### src/rtl/hmac_unit.sv
module hmac_unit #(
  parameter int W = 32
) (
  input  logic         clk,
  input  logic         rst_n,
  input  logic         in_valid,
  input  logic [1:0]   opcode,
  input  logic         sel_a,
  input  logic         sel_b,
  input  logic [W-1:0] opnd_a,
  input  logic [W-1:0] opnd_b,
  input  logic [W-1:0] acc_hi,
  input  logic [W-1:0] acc_lo,
  output logic         res_valid,
  output logic [W-1:0] res_hi,
  output logic [W-1:0] res_lo
);
  localparam int H = W / 2;
  localparam int D = 2 * W;

  localparam logic [1:0] OP_FULL  = 2'd0;
  localparam logic [1:0] OP_SINGLE = 2'd1;
  localparam logic [1:0] OP_DUAL  = 2'd2;
  localparam logic [1:0] OP_CROSS = 2'd3;

  logic signed [H-1:0] a_top, a_bot, b_top, b_bot;
  assign a_top = opnd_a[W-1:H];
  assign a_bot = opnd_a[H-1:0];
  assign b_top = opnd_b[W-1:H];
  assign b_bot = opnd_b[H-1:0];

  logic signed [H-1:0] l0_a, l0_b, l1_a, l1_b;
  always_comb begin
    l0_a = a_top;
    l0_b = b_top;
    l1_a = a_bot;
    l1_b = b_bot;
    unique case (opcode)
      OP_SINGLE: begin
        l0_a = sel_a ? a_top : a_bot;
        l0_b = sel_b ? b_top : b_bot;
        l1_a = '0;
        l1_b = '0;
      end
      OP_CROSS: begin
        l0_b = b_bot;
        l1_b = b_top;
      end
      default: ;
    endcase
  end

  logic signed [W-1:0] prod0, prod1;
  assign prod0 = W'(l0_a) * W'(l0_b);
  assign prod1 = W'(l1_a) * W'(l1_b);

  logic signed [W:0] lane_sum;
  assign lane_sum = (W+1)'(prod0) + (W+1)'(prod1);

  logic signed [W-1:0] fa, fb;
  logic signed [D-1:0] full_prod;
  assign fa = opnd_a;
  assign fb = opnd_b;
  assign full_prod = D'(fa) * D'(fb);

  logic [D-1:0] addend, acc_in, acc_next;
  assign addend   = (opcode == OP_FULL) ? full_prod : D'(lane_sum);
  assign acc_in   = {acc_hi, acc_lo};
  assign acc_next = acc_in + addend;

  always_ff @(posedge clk or negedge rst_n) begin
    if (!rst_n) begin
      res_valid <= 1'b0;
      res_hi    <= '0;
      res_lo    <= '0;
    end else begin
      res_valid <= in_valid;
      if (in_valid) begin
        res_hi <= acc_next[D-1:W];
        res_lo <= acc_next[W-1:0];
      end
    end
  end
endmodule

### config.mk
export PLATFORM = sky130hd
export DESIGN_NAME = hmac_unit
export DESIGN_NICKNAME = d
export VERILOG_FILES = /design/src/rtl/hmac_unit.sv
export SDC_FILE = /design/constraint.sdc
export NUM_CORES = 2
export LEC_CHECK = 0
export BUFFER_PORTS_ARGS = -buffer_cell sky130_fd_sc_hd__buf_2
export CORE_ASPECT_RATIO = 1.2
export CORE_MARGIN = 1.5
export CORE_UTILIZATION = 40
export CTS_CLUSTER_SIZE = 12
export DETAILED_ROUTE_END_ITERATION = 8
export RECOVER_POWER = 100
export SYNTH_ARGS = -nofsm -noshare
export SYNTH_HDL_FRONTEND = slang
export SYNTH_SLANG_ARGS = --single-unit
### constraint.sdc
create_clock -name clk -period 1.87 [get_ports clk]
set_input_delay 0.374 -clock clk [delete_from_list [all_inputs] [get_ports clk]]
set_output_delay 0.374 -clock clk [all_outputs]
set_load 0.01 [all_outputs]
==> Yosys cells after proc, flatten, opt, wreduce, memory -nomap -nowiden <==
Index checks and enable logic that the tools add are counted.
{ "word_totals": {"regBits": 65, "inputBits": 135, "wordCells": 18} }
{ "op_classes": {"add_sub_neg": 2, "mul": 3, "n_eq_ne": 2, "muxes": 7, "reduce_logical": 1} }
{ "ops": {"columns": ["cell", "count"], "rows": [
  ["adder 64 bit", 1],
  ["multiplier 16 x 16 -> 32 bit", 2],
  ["multiplier 32 x 32 -> 64 bit", 1],
  ["2-to-1 mux 16 bit", 4],
  ["2-to-1 mux 64 bit", 1],
  ["one-hot mux 16 bit (2 select lines)", 2],
  ["adder 32 x 32 -> 33 bit", 1],
  ["equality test 2 x 1 -> 1 bit, second input constant", 1],
  ["equality test 2 bit, second input constant", 1],
  ["zero test 2 bit", 1]
]} }

==> Depth between registers and ports, before layout <==
{ "logic_depth": {"depth_word": 6, "depth_mapped": 46} }

==> Worst setup path after synthesis <==
OpenSTA, ideal clock, no wires.
{ "synth_path": {"path_kind": "input to register", "from": "input port opcode[1]", "to": "register res_hi[30]", "setup_ns": 0.126, "t_arrival_ns": 11.136, "slack_ns": -9.392, "path_stages": 42, "n_path_buf": 3, "path_cell_list": "clkbuf_1 > nand2b_1 > nor2_1 > clkbuf_1 > buf_1 > mux2_2 > nand2_1 > fa_1 > fa_1 > fa_1 > inv_1 > fa_1 > fa_1 > fa_1 > fa_1 > inv_1 > fa_1 > inv_1 > [... 6 more ...] > o221ai_1 > a41oi_1 > a211oi_1 > a21oi_1 > xnor2_1 > mux2i_1 > ha_1 > and4_1 > nand3_1 > or3_1 > nor2_1 > o211ai_1 > a21bo_1 > a2111oi_4 > o2111ai_2 > a31oi_4 > o21ai_0 > a221o_1"} }
{ "synth_between": {"elab_chain_len": 6} }
{ "synth_rtl": {"columns": ["element", "line", "text"], "rows": [
  ["start: declaration", "7", "input logic [1:0] opcode,"],
  ["equality test 2 bit or equality test 2 x 1 -> 1 bit (tied branches)", "38", "unique case (opcode)"],
  ["one-hot mux 16 bit (2 select lines) or 2-to-1 mux 16 bit (tied branches)", "38", null],
  ["multiplier 16 x 16 -> 32 bit, on equally long branches", "54, 55", null],
  ["adder 32 x 32 -> 33 bit", "58", "assign lane_sum = (W+1)'(prod0) + (W+1)'(prod1);"],
  ["2-to-1 mux 64 bit *", "67", "assign addend = (opcode == OP_FULL) ? full_prod : D'(lane_sum);"],
  ["adder 64 bit *", "69", "assign acc_next = acc_in + addend;"],
  ["end signal: assignment", "79", "res_hi <= acc_next[D-1:W];"],
  ["end: declaration", "15", "output logic [W-1:0] res_hi,"]
]} }
Mark *: on every way between the ends. The rest lies on a longest branch, timed or not.
A chain may end at the register's enable or synchronous reset.

==> Final worst setup path <==
{ "layout_path": {"from": "input port opcode[1]", "to": "register res_hi[31]"} }
Same word-level chain as after synthesis.

==> impl_metrics.env <==
export IMPL_status="complete, but fails checks"
export IMPL_violations="negative setup slack"
export IMPL_dp_hpwl_mm=190
export IMPL_clockBufferDepth=2
export IMPL_grt_max_degree=33
export IMPL_grt_pass1_vias=56800
export IMPL_syn_nets=9224
export IMPL_initial_core_util_pct=40.4
export IMPL_synth_warnings=0
export IMPL_drive_above_1_share_pct=21.8
export IMPL_viasPerCell=5.08
export IMPL_die_y_um=436
export IMPL_final_util_pct=50.0
export IMPL_crit_path_top_delay_cell="fa_1"
export IMPL_seq_area_frac_synth_pct=2.60
export IMPL_hp_class="input pin to flop"
export IMPL_rows=158
export IMPL_route_detailed_drc=0
export IMPL_tightest_slew_ns=0.892
export IMPL_critPathMaxFanout=5
export IMPL_finClkSkew_ns=0
export IMPL_synth_edf_count=0
export IMPL_gp_congestion=0.971
export IMPL_setup_tns_ns=-464.43
export IMPL_holdWs_ns=0.381
export IMPL_coreArea_um2=155000
export IMPL_dieArea_um2=159000
export IMPL_drv_slew=0
export IMPL_drt_first_pass_iters=6
export IMPL_required_ns=2.11
export IMPL_arrival_ns=10.74
export IMPL_vias=51600
export IMPL_synth_seq_cells=65
export IMPL_synth_flop_cell="dfrtp_1"
export IMPL_grt_overflow=0
export IMPL_crit_top_cell="fa_1"
export IMPL_synth_cells=7025
export IMPL_synth_cell_area_um2=62600
export IMPL_relSlewSlack_pct=40.5
export IMPL_cts_buffers=9
export IMPL_final_setup_viol_count=64
export IMPL_setup_slack_ns=-8.62
export IMPL_antenna_found_initial=24
export IMPL_slowest_delay_ns=0.56
export IMPL_first_iter_violations=2845
export IMPL_grt_pass1_wl_mm=340
export IMPL_avgSynthCellArea_um2=8.92
export IMPL_area_delta_synth_final_pct=23.9
export IMPL_rsz0062_at_grt="true"
export IMPL_fin_area_um2=77600
export IMPL_io_buffers=199
export IMPL_async_flop_share_pct=100
export IMPL_grt_usage_pct=28.5
export IMPL_place_area_um2=74100
export IMPL_drtAntennaViolNets=0
export IMPL_cts_tree="yes"
export IMPL_clk_latency_ns=0.38
export IMPL_max_cap_violations=0
export IMPL_final_common_cell="inv_1"
export IMPL_wl_mm=220
export IMPL_finalCritPeriodShare_pct=561
export IMPL_wl_per_cell_um=21.6
export IMPL_critPathKind="input pin to flop"
export IMPL_fmax_mhz=95.3
export IMPL_chipWidth_um=364
export IMPL_nets=10300
export IMPL_mostFrequentLayoutCells="inv_1, fa_1, nand2_1, buf_4, ha_1"
export IMPL_start_kind="input pin"
export IMPL_crit_path_end_kind="flop"
export IMPL_cts_root_buffer="clkbuf_16"
export IMPL_io_pins=200
export IMPL_synth_distinct_cells=79
export IMPL_clk_pin_slew_ns=0.08
export IMPL_layout_min_cycle_time_ns=10.49
export IMPL_htreeDepth=3
export IMPL_cts_num_sinks=65
export IMPL_finalHoldViolCount=0
## worst max-delay path, delay by kind of cell
| kind | cells | cell delay, ns |
|---|---|---|
| adders and majority gates | 10 | 4.69 |
| AOI/OAI and AO/OA | 14 | 2.69 |
| buffers and inverters | 15 | 1.59 |
| and+or+nand+nor | 6 | 0.65 |
| muxes | 2 | 0.49 |
| xor gates and xnor gates | 1 | 0.21 |
## what timing repair did
action                                  in CTS  in global routing
endpoints found under the setup margin      64                 64
buffers inserted                            36                 65
pin swaps                                   68                142
hold endpoints to repair                    27                  0
gates resized for setup                    198                323
hold buffers                                 1                  0
cloned                                       6                  3
## state kept, by name, summed over array words and instances (netlist names)
signal,flops
res_valid,1
res_hi,32
res_lo,32
## routing by layer
| metal | share of wire, % | GRT usage [%] | routed length (um) |
|---|---|---|---|
| met1 | 39 | 36.9 | 86200 |
| met2 | 47 | 47.1 | 104000 |
| met3 | 7.5 | 4.71 | 16500 |
| met4 | 5.7 | 12.6 | 12600 |
| met5 | 0.073 | 0 | 160 |
## synth_stat cells (5+ instances only)
cell type | number | area [um^2]
o21bai_1 | 19 | 143
o311a_1 | 5 | 50.1
a311oi_1 | 5 | 43.8
o211ai_1 | 13 | 97.6
nor3_1 | 22 | 110
o21ai_1 | 13 | 65.1
xor2_1 | 53 | 464
ha_1 | 397 | 4970
fa_1 | 1667 | 33400
nand2_1 | 1048 | 3930
a21oi_1 | 180 | 901
a211oi_1 | 16 | 120
o31ai_1 | 5 | 37.5
nand4_1 | 19 | 119
mux2_2 | 68 | 766
and2_1 | 262 | 1640
clkbuf_1 | 321 | 1200
inv_1 | 1807 | 6780
o21ai_0 | 98 | 490
nand3b_1 | 6 | 45.0
and4_1 | 7 | 61.3
buf_1 | 9 | 33.8
or2_2 | 18 | 113
nor2_1 | 391 | 1470
a31o_2 | 7 | 61.3
a31oi_1 | 21 | 131
or3_1 | 10 | 62.6
dfrtp_1 | 65 | 1630
nand2b_1 | 57 | 357
nand3_1 | 47 | 235
and3_1 | 17 | 106
nor2b_1 | 18 | 113
o221ai_1 | 5 | 43.8
mux2i_1 | 25 | 250
xnor2_1 | 107 | 937
a21o_1 | 95 | 713
o21a_1 | 30 | 225
## final timing paths
kind                       cells past startpoint       start          to  slack, ns
max                                           48   opcode[1]  res_hi[31]      -8.62
min in group asynchronous                      2       rst_n  res_lo[16]       0.56
max reg2reg                                    1  res_hi[30]  res_hi[30]       1.02
min reg2reg                                    2  res_hi[23]  res_hi[23]       0.50
max in group asynchronous                      3       rst_n   res_lo[5]       0.09
min                                            3   acc_lo[0]   res_lo[0]       0.38
## cells by family after synthesis
| kind of cell | synth area share, % |
|---|---|
| and+or+nand+nor | 13.6 |
| DFF | 2.60 |
| xor gates and xnor gates | 2.27 |
| buffers and inverters | 12.8 |
| AOI/OAI and AO/OA | 5.92 |
| adders and majority gates | 61.2 |
| muxes | 1.62 |
## cell type report
| type | instances | area, um^2 |
|---|---|---|
| sequential | 65 | 1630 |
| antenna | 6 | 15.0 |
| timing repair buffer | 1364 | 11000 |
| tap | 2080 | 2600 |
| clock buffer | 10 | 239 |
| multi-input combinational | 4822 | 55300 |
| fill | 14700 | 77400 |
| inverter | 1807 | 6790 |
| clock inverter | 6 | 95.1 |
## per-stage QoR
step	setup slack, ns	instances
6_report	-8.62	10200
5_1_grt	-8.91	10200
4_1_cts	-8.40	10100
3_5_place_dp	-9.19	10000
3_3_place_gp	-9.04	10000
2_1_floorplan	-8.44	7025
Power is left out: the tool's default activity adds up to more than one toggle a clock period on the data nets, which glitch-free logic cannot reach.
